<file path="src/rtl/rbu_pkg.sv">
package rbu_pkg;

    typedef enum logic [0:0] {
        S_IDLE = 1'b0,
        S_SLOT = 1'b1
    } seq_state_e;

    typedef struct packed {
        logic sign;
        logic zero;
        logic carry;
        logic ovf;
    } flags_t;

    localparam int OP_W = 8;

    localparam logic [OP_W-1:0] OP_BR_ALWAYS = 8'h05;
    localparam logic [OP_W-1:0] OP_BR_GE     = 8'h06;
    localparam logic [OP_W-1:0] OP_BR_LT     = 8'h07;
    localparam logic [OP_W-1:0] OP_BR_NZ     = 8'h08;
    localparam logic [OP_W-1:0] OP_BR_Z      = 8'h09;
    localparam logic [OP_W-1:0] OP_BR_POS    = 8'h0A;
    localparam logic [OP_W-1:0] OP_BR_NEG    = 8'h0B;
    localparam logic [OP_W-1:0] OP_BR_NC     = 8'h0C;
    localparam logic [OP_W-1:0] OP_BR_C      = 8'h0D;
    localparam logic [OP_W-1:0] OP_BR_NV     = 8'h0E;
    localparam logic [OP_W-1:0] OP_BR_V      = 8'h0F;

endpackage

</file>
<file path="src/rtl/rbu_cond.sv">
module rbu_cond
    import rbu_pkg::*;
(
    input  logic [OP_W-1:0] opcode,
    input  flags_t          flags,
    output logic            is_branch,
    output logic            cond_ok
);

    logic signed_lt;

    assign signed_lt = flags.sign ^ flags.ovf;

    always_comb begin
        is_branch = 1'b1;
        cond_ok   = 1'b0;
        case (opcode)
            OP_BR_ALWAYS: cond_ok = 1'b1;
            OP_BR_GE:     cond_ok = ~signed_lt;
            OP_BR_LT:     cond_ok = signed_lt;
            OP_BR_NZ:     cond_ok = ~flags.zero;
            OP_BR_Z:      cond_ok = flags.zero;
            OP_BR_POS:    cond_ok = ~flags.sign;
            OP_BR_NEG:    cond_ok = flags.sign;
            OP_BR_NC:     cond_ok = ~flags.carry;
            OP_BR_C:      cond_ok = flags.carry;
            OP_BR_NV:     cond_ok = ~flags.ovf;
            OP_BR_V:      cond_ok = flags.ovf;
            default: begin
                is_branch = 1'b0;
                cond_ok   = 1'b0;
            end
        endcase
    end

endmodule

</file>
<file path="src/rtl/rbu_target.sv">
module rbu_target #(
    parameter int PC_W   = 16,
    parameter int DISP_W = 8
) (
    input  logic [PC_W-1:0]   pc,
    input  logic [DISP_W-1:0] disp,
    output logic [PC_W-1:0]   seq_pc,
    output logic [PC_W-1:0]   slot_pc,
    output logic [PC_W-1:0]   target
);

    localparam int EXT_W = PC_W - DISP_W;

    logic [PC_W-1:0] disp_ext;

    generate
        if (EXT_W > 0) begin : g_extend
            assign disp_ext = {{EXT_W{disp[DISP_W-1]}}, disp};
        end else begin : g_trunc
            assign disp_ext = disp[PC_W-1:0];
        end
    endgenerate

    assign seq_pc  = pc + PC_W'(1);
    assign slot_pc = pc + PC_W'(2);
    assign target  = slot_pc + disp_ext;

endmodule

</file>
<file path="src/rtl/rbu_seq.sv">
module rbu_seq
    import rbu_pkg::*;
#(
    parameter int PC_W = 16
) (
    input  logic            clk,
    input  logic            rst_n,
    input  logic            issue,
    input  logic            is_branch,
    input  logic            cond_ok,
    input  logic [PC_W-1:0] seq_pc,
    input  logic [PC_W-1:0] slot_pc,
    input  logic [PC_W-1:0] target,
    output logic            in_slot,
    output logic            npc_valid,
    output logic [PC_W-1:0] next_pc,
    output logic            taken,
    output logic            redirect
);

    seq_state_e      state_q, state_d;
    logic            pend_taken_q;
    logic [PC_W-1:0] pend_target_q;

    // Next-state logic: T_BRANCH and T_RESOLVE
    always_comb begin
        state_d = state_q;
        unique case (state_q)
            S_IDLE: if (issue && is_branch) state_d = S_SLOT;
            S_SLOT: if (issue)              state_d = S_IDLE;
        endcase
    end

    // State register
    always_ff @(posedge clk) begin
        if (!rst_n) state_q <= S_IDLE;
        else        state_q <= state_d;
    end

    assign in_slot = (state_q == S_SLOT);

    // Output and pending-decision registers
    always_ff @(posedge clk) begin
        if (!rst_n) begin
            npc_valid     <= 1'b0;
            next_pc       <= '0;
            taken         <= 1'b0;
            redirect      <= 1'b0;
            pend_taken_q  <= 1'b0;
            pend_target_q <= '0;
        end else begin
            npc_valid <= issue;
            taken     <= 1'b0;
            redirect  <= 1'b0;
            if (issue) begin
                unique case (state_q)
                    S_IDLE: begin
                        if (is_branch) begin
                            next_pc       <= slot_pc;
                            taken         <= cond_ok;
                            pend_taken_q  <= cond_ok;
                            pend_target_q <= target;
                        end else begin
                            next_pc <= seq_pc;
                        end
                    end
                    S_SLOT: begin
                        redirect <= pend_taken_q;
                        next_pc  <= pend_taken_q ? pend_target_q : seq_pc;
                    end
                endcase
            end
        end
    end

    AST_SEQ_STEP: assert property (@(posedge clk) disable iff (!rst_n)
        (issue && !is_branch && state_q == S_IDLE) |=> (npc_valid && !taken && next_pc == $past(seq_pc)));

    AST_SLOT_ADDR: assert property (@(posedge clk) disable iff (!rst_n)
        (issue && is_branch && state_q == S_IDLE) |=> (npc_valid && !redirect && next_pc == $past(slot_pc)));

    AST_REDIRECT_FROM_SLOT: assert property (@(posedge clk) disable iff (!rst_n)
        redirect |-> ($past(issue) && $past(state_q) == S_SLOT));

    AST_TAKEN_FROM_IDLE: assert property (@(posedge clk) disable iff (!rst_n)
        taken |-> ($past(issue) && $past(is_branch) && $past(state_q) == S_IDLE));

    AST_EMPTY_HOLDS: assert property (@(posedge clk) disable iff (!rst_n)
        !issue |=> (!npc_valid && !taken && !redirect && $stable(next_pc)));

endmodule

</file>
<file path="src/rtl/rel_branch_unit.sv">
module rel_branch_unit
    import rbu_pkg::*;
#(
    parameter int PC_W   = 16,
    parameter int DISP_W = 8
) (
    input  logic              clk,
    input  logic              rst_n,
    input  logic              issue,
    input  logic [OP_W-1:0]   opcode,
    input  logic [DISP_W-1:0] disp,
    input  logic [PC_W-1:0]   pc,
    input  logic              flag_sign,
    input  logic              flag_zero,
    input  logic              flag_carry,
    input  logic              flag_ovf,
    output logic              npc_valid,
    output logic [PC_W-1:0]   next_pc,
    output logic              taken,
    output logic              redirect
);

    flags_t          flags;
    logic            is_branch, cond_ok, in_slot;
    logic [PC_W-1:0] seq_pc, slot_pc, target;

    assign flags = '{sign: flag_sign, zero: flag_zero, carry: flag_carry, ovf: flag_ovf};

    rbu_cond u_cond (
        .opcode    (opcode),
        .flags     (flags),
        .is_branch (is_branch),
        .cond_ok   (cond_ok)
    );

    rbu_target #(.PC_W(PC_W), .DISP_W(DISP_W)) u_target (
        .pc      (pc),
        .disp    (disp),
        .seq_pc  (seq_pc),
        .slot_pc (slot_pc),
        .target  (target)
    );

    rbu_seq #(.PC_W(PC_W)) u_seq (
        .clk       (clk),
        .rst_n     (rst_n),
        .issue     (issue),
        .is_branch (is_branch),
        .cond_ok   (cond_ok),
        .seq_pc    (seq_pc),
        .slot_pc   (slot_pc),
        .target    (target),
        .in_slot   (in_slot),
        .npc_valid (npc_valid),
        .next_pc   (next_pc),
        .taken     (taken),
        .redirect  (redirect)
    );

    AST_ALWAYS_TAKEN: assert property (@(posedge clk) disable iff (!rst_n)
        (issue && !in_slot && opcode == OP_BR_ALWAYS) |=> taken);

    AST_NONBRANCH_NOT_TAKEN: assert property (@(posedge clk) disable iff (!rst_n)
        (issue && (opcode < OP_BR_ALWAYS || opcode > OP_BR_V)) |=> !taken);

endmodule

</file>
<file path="config.mk">
export PLATFORM = sky130hd
export DESIGN_NAME = rel_branch_unit
export DESIGN_NICKNAME = d
export VERILOG_FILES = /design/src/rtl/rbu_pkg.sv /design/src/rtl/rbu_cond.sv /design/src/rtl/rbu_target.sv /design/src/rtl/rbu_seq.sv /design/src/rtl/rel_branch_unit.sv
export SDC_FILE = /design/constraint.sdc
export NUM_CORES = 1
export LEC_CHECK = 0
export BUFFER_PORTS_ARGS = -buffer_cell sky130_fd_sc_hd__buf_2
export CORE_ASPECT_RATIO = 0.7
export CORE_MARGIN = 10
export CORE_UTILIZATION = 50
export CTS_CLUSTER_DIAMETER = 100
export DETAILED_ROUTE_END_ITERATION = 10
export GPL_TIMING_DRIVEN = 1
export PLACE_DENSITY_LB_ADDON = 0.1
export REMOVE_ABC_BUFFERS = 1
export SETUP_SLACK_MARGIN = 0.15
export SYNTH_ARGS = -nofsm -noshare
export SYNTH_HDL_FRONTEND = slang
export SYNTH_SLANG_ARGS = --single-unit
export TNS_END_PERCENT = 5
</file>
<file path="constraint.sdc">
create_clock -name clk -period 3.2 [get_ports clk]
set_clock_uncertainty 0.1 [all_clocks]
set_input_delay 0.48 -clock clk [delete_from_list [all_inputs] [get_ports clk]]
set_output_delay 0.48 -clock clk [all_outputs]
set_load 0.05 [all_outputs]
</file>
==> flow_metrics.tcl <==
set metrics [dict create \
    status "finished clean" \
    final_layout_size_suffix_gt1_share_pct 19.96 \
    syn_area_um2 3202 \
    initial_core_util_pct 51.51 \
    cpPeakStageDelay_ns 0.41 \
    gr-total-overflow 0 \
    leakage_nw 1.554 \
    antenna_cells 0 \
    synth_cell_types 61 \
    hold_violations 0 \
    max-cap-violations 0 \
    first_iter_violations 185 \
    nNetsFinal 510 \
    ctsResizeCount 0 \
    worstMarginPinSlew_ns 0.7703 \
    die_w_um 115.6 \
    vias 3063 \
    cts_root_buf "clkbuf_8" \
    critPathLaunchType "input pin" \
    p_clk_share_pct 29.2 \
    whs_ns 0.3321 \
    hold_class "reg2reg" \
    synth-edff-count 0 \
    worst_ep_arrival_time_ns 2.81 \
    cp-end-kind "register" \
    h-tree-depth 2 \
    required_ns 3.28 \
    min_period_ns 2.733 \
    drc 0 \
    cts_buffer_depth 2 \
    yosys-top-cells-area "dfxtp_1 23%, xnor2_1 8.5%, ha_1 7.8%" \
    pre_cts_ws_ns 0.1988 \
    synthArstFlopShare_pct 0 \
    crit_fanout 7 \
    wl_per_cell_um 17.30 \
    io_pins 58 \
    yosys.area.top_type_share_pct 23.13 \
    die_h_um 86.95 \
    grt_setup_unrepaired "no" \
    finalMaxSlewViolations 0 \
    cts.sinks 37 \
    synth_area_leader_cell "dfxtp_1" \
    cts_tree "built" \
    final_antenna_net_count 0 \
    grt_max_degree 32 \
    antenna_found_initial 0 \
    cts_buffers 5 \
    num_rows 24 \
    routabilityCongestion 0.9383 \
    peakVddDrop_mv 0.1575 \
    finalSetupViolations 0 \
    tns_ns 0 \
    stdcell_area_um2 3627 \
    synth_ff_type "dfxtp_1" \
    sequentialPowerShare_pct 38.7 \
    crit_path_cell_trace "buf_2 > and4_1 > nand4_1 > xnor2_1 > ha_1 > and3_1 > a311o_1 > o31ai_2 > xnor2_1 > o21ai_1" \
    first_pass_iters 5 \
    yosysWarningCount 0 \
    syn-instance-count 401 \
    pwr-share-comb_pct 32.1 \
    core_um2 6216 \
    crit_family "compound AO/OA/AOI/OAI gates" \
    post_cts_buffers 0 \
    crit_buf_inv 1 \
    clock_latency_ns 0.30 \
    clk_pin_slew_ns 0.07 \
    grt_pass1_wl_um 14880 \
    port_buffers 57 \
    avgSynthCellArea_um2 7.985 \
    dpl_cell_area_um2 3526 \
    yosysSeqAreaShare_pct 23.13 \
    area_growth_pct 13.29 \
    clock.fmax_mhz 365.9 \
    hold_buffers 0 \
    cpMostUsedCell "xnor2_1" \
    wirelength_um 9151 \
    power_switching_uw 432.0 \
    vias_per_cell 5.790 \
    power.share.switching_pct 34.34 \
    slew-limit-headroom_pct 48.64 \
    critPathKind "in2reg" \
    internal_power_uw 826.1 \
    gr-usage-all-layers_pct 18.43 \
    fillerInstances 608 \
    crit_slowest_cell "a311o_1" \
    power_density_nw_per_um2 346.9 \
    ys_seq_elements 37 \
    fin_ws_ns 0.4670 \
    dieArea_um2 10060 \
    fin_crit_sh_pct 85.41 \
    grt_pass1_vias 2924 \
    dpl.hpwl_um 7132 \
]
[area by class of cell]
type	instances	area (um2)	share of cell area, %
Inverter	7	26.28	0.7244
Clock buffer	7	96.34	2.656
Tap cell	78	97.59	2.691
Clock inverter	1	5.005	0.1380
Multi-Input combinational cell	331	2293	63.23
Timing Repair Buffer	68	367.9	10.14
Sequential cell	37	740.7	20.42
[sequential cells by signal, indices dropped and copies added (netlist names)]
name	cells
u_seq.pend_target_q	16
u_seq.pend_taken_q	1
u_seq.npc_valid	1
u_seq.redirect	1
u_seq.taken	1
u_seq.next_pc	16
u_seq.in_slot	1
[cell usage after synthesis (3+ instances only)]
| cell | count |
|---|---|
| a21boi_0 | 6 |
| ha_1 | 20 |
| o21ai_1 | 4 |
| nor2b_1 | 4 |
| a21oi_1 | 20 |
| a31oi_1 | 10 |
| and3_1 | 7 |
| a211oi_1 | 4 |
| buf_6 | 4 |
| xnor2_1 | 31 |
| o21ai_0 | 39 |
| and2_1 | 5 |
| inv_1 | 6 |
| nor3_1 | 5 |
| nand4_1 | 5 |
| nor2_1 | 15 |
| a21o_1 | 6 |
| o211ai_1 | 9 |
| nand2_1 | 49 |
| clkbuf_1 | 15 |
| nand3_1 | 9 |
| mux2_2 | 3 |
| and4_1 | 4 |
| buf_2 | 5 |
| xor2_1 | 18 |
| o211a_1 | 5 |
| o21a_1 | 5 |
| dfxtp_1 | 37 |
| mux2i_1 | 6 |
| nand2b_1 | 6 |
[path summary, 6_finish.rpt]
kind | start | to | slack, ns | depth (start not counted)
worst min register to register | u_seq.next_pc[15]$_SDFFE_PN0P_ | u_seq.next_pc[15]$_SDFFE_PN0P_ | 0.33 | 2
worst max-delay path | pc[4] | u_seq.pend_target_q[15]$_SDFFE_PN0P_ | 0.47 | 10
worst max register to register | u_seq.pend_taken_q$_SDFFE_PN0P_ | u_seq.next_pc[9]$_SDFFE_PN0P_ | 1.44 | 5
worst min-delay path | u_seq.next_pc[15]$_SDFFE_PN0P_ | u_seq.next_pc[15]$_SDFFE_PN0P_ | 0.33 | 2
[cell families (layout without fill, tap and decap cells)]
| group | Yosys count | after routing | share of synthesized area (%) |
|---|---|---|---|
| fa+ha+maj | 21 | 21 | 8.441 |
| xor+xnor | 49 | 49 | 13.40 |
| simple gates | 126 | 126 | 21.49 |
| compound gates | 126 | 126 | 25.36 |
| flops | 37 | 37 | 23.13 |
| buf+inv | 33 | 83 | 5.236 |
| mux | 9 | 9 | 2.931 |
[placed cells by master, fill, tap and decap left out, types with 6 or more instances in the layout]
cell      count
nand3_1       9
xor2_1       18
inv_1         6
and3_1        7
xnor2_1      31
dfxtp_1      37
nand2b_1      6
ha_1         20
o211ai_1      9
a21o_1        6
buf_4        11
a21boi_0      6
a21oi_1      20
buf_2        57
clkbuf_8      7
o21ai_0      39
mux2i_1       6
nor2_1       15
nand2_1      49
a31oi_1      10
[per-layer routing]
metal | global-route usage (%) | share of wire (%)
met2 | 27.67 | 41
met3 | 2.961 | 6.1
met5 | 0 | 0
met1 | 26.77 | 52
met4 | 4.077 | 0.89
[through the flow]
stage                     power (mW)  utilization [%]  std cells
final                          1.258            58.35        529
after global routing           1.329            58.35        529
after CTS                      1.262            58.35        529
after detailed placement      0.8979            56.72        521
after global placement        0.8932            56.72        521
after floorplan               0.7645                -        375
[worst min-delay path, delay by kind of cell (launching register included)]
kind,cells,cell delay (ns)
flops,1,0.31
simple gates,2,0.09
[power groups by stage]
stage	Sequential (mW)	Clock (mW)	Combinational (mW)
after floorplan	0.550	0	0.214
after global placement	0.496	0	0.397
after detailed placement	0.497	0	0.401
after CTS	0.486	0.373	0.402
after global routing	0.489	0.395	0.445
final	0.487	0.367	0.404
(Power assumes the default switching activity.)
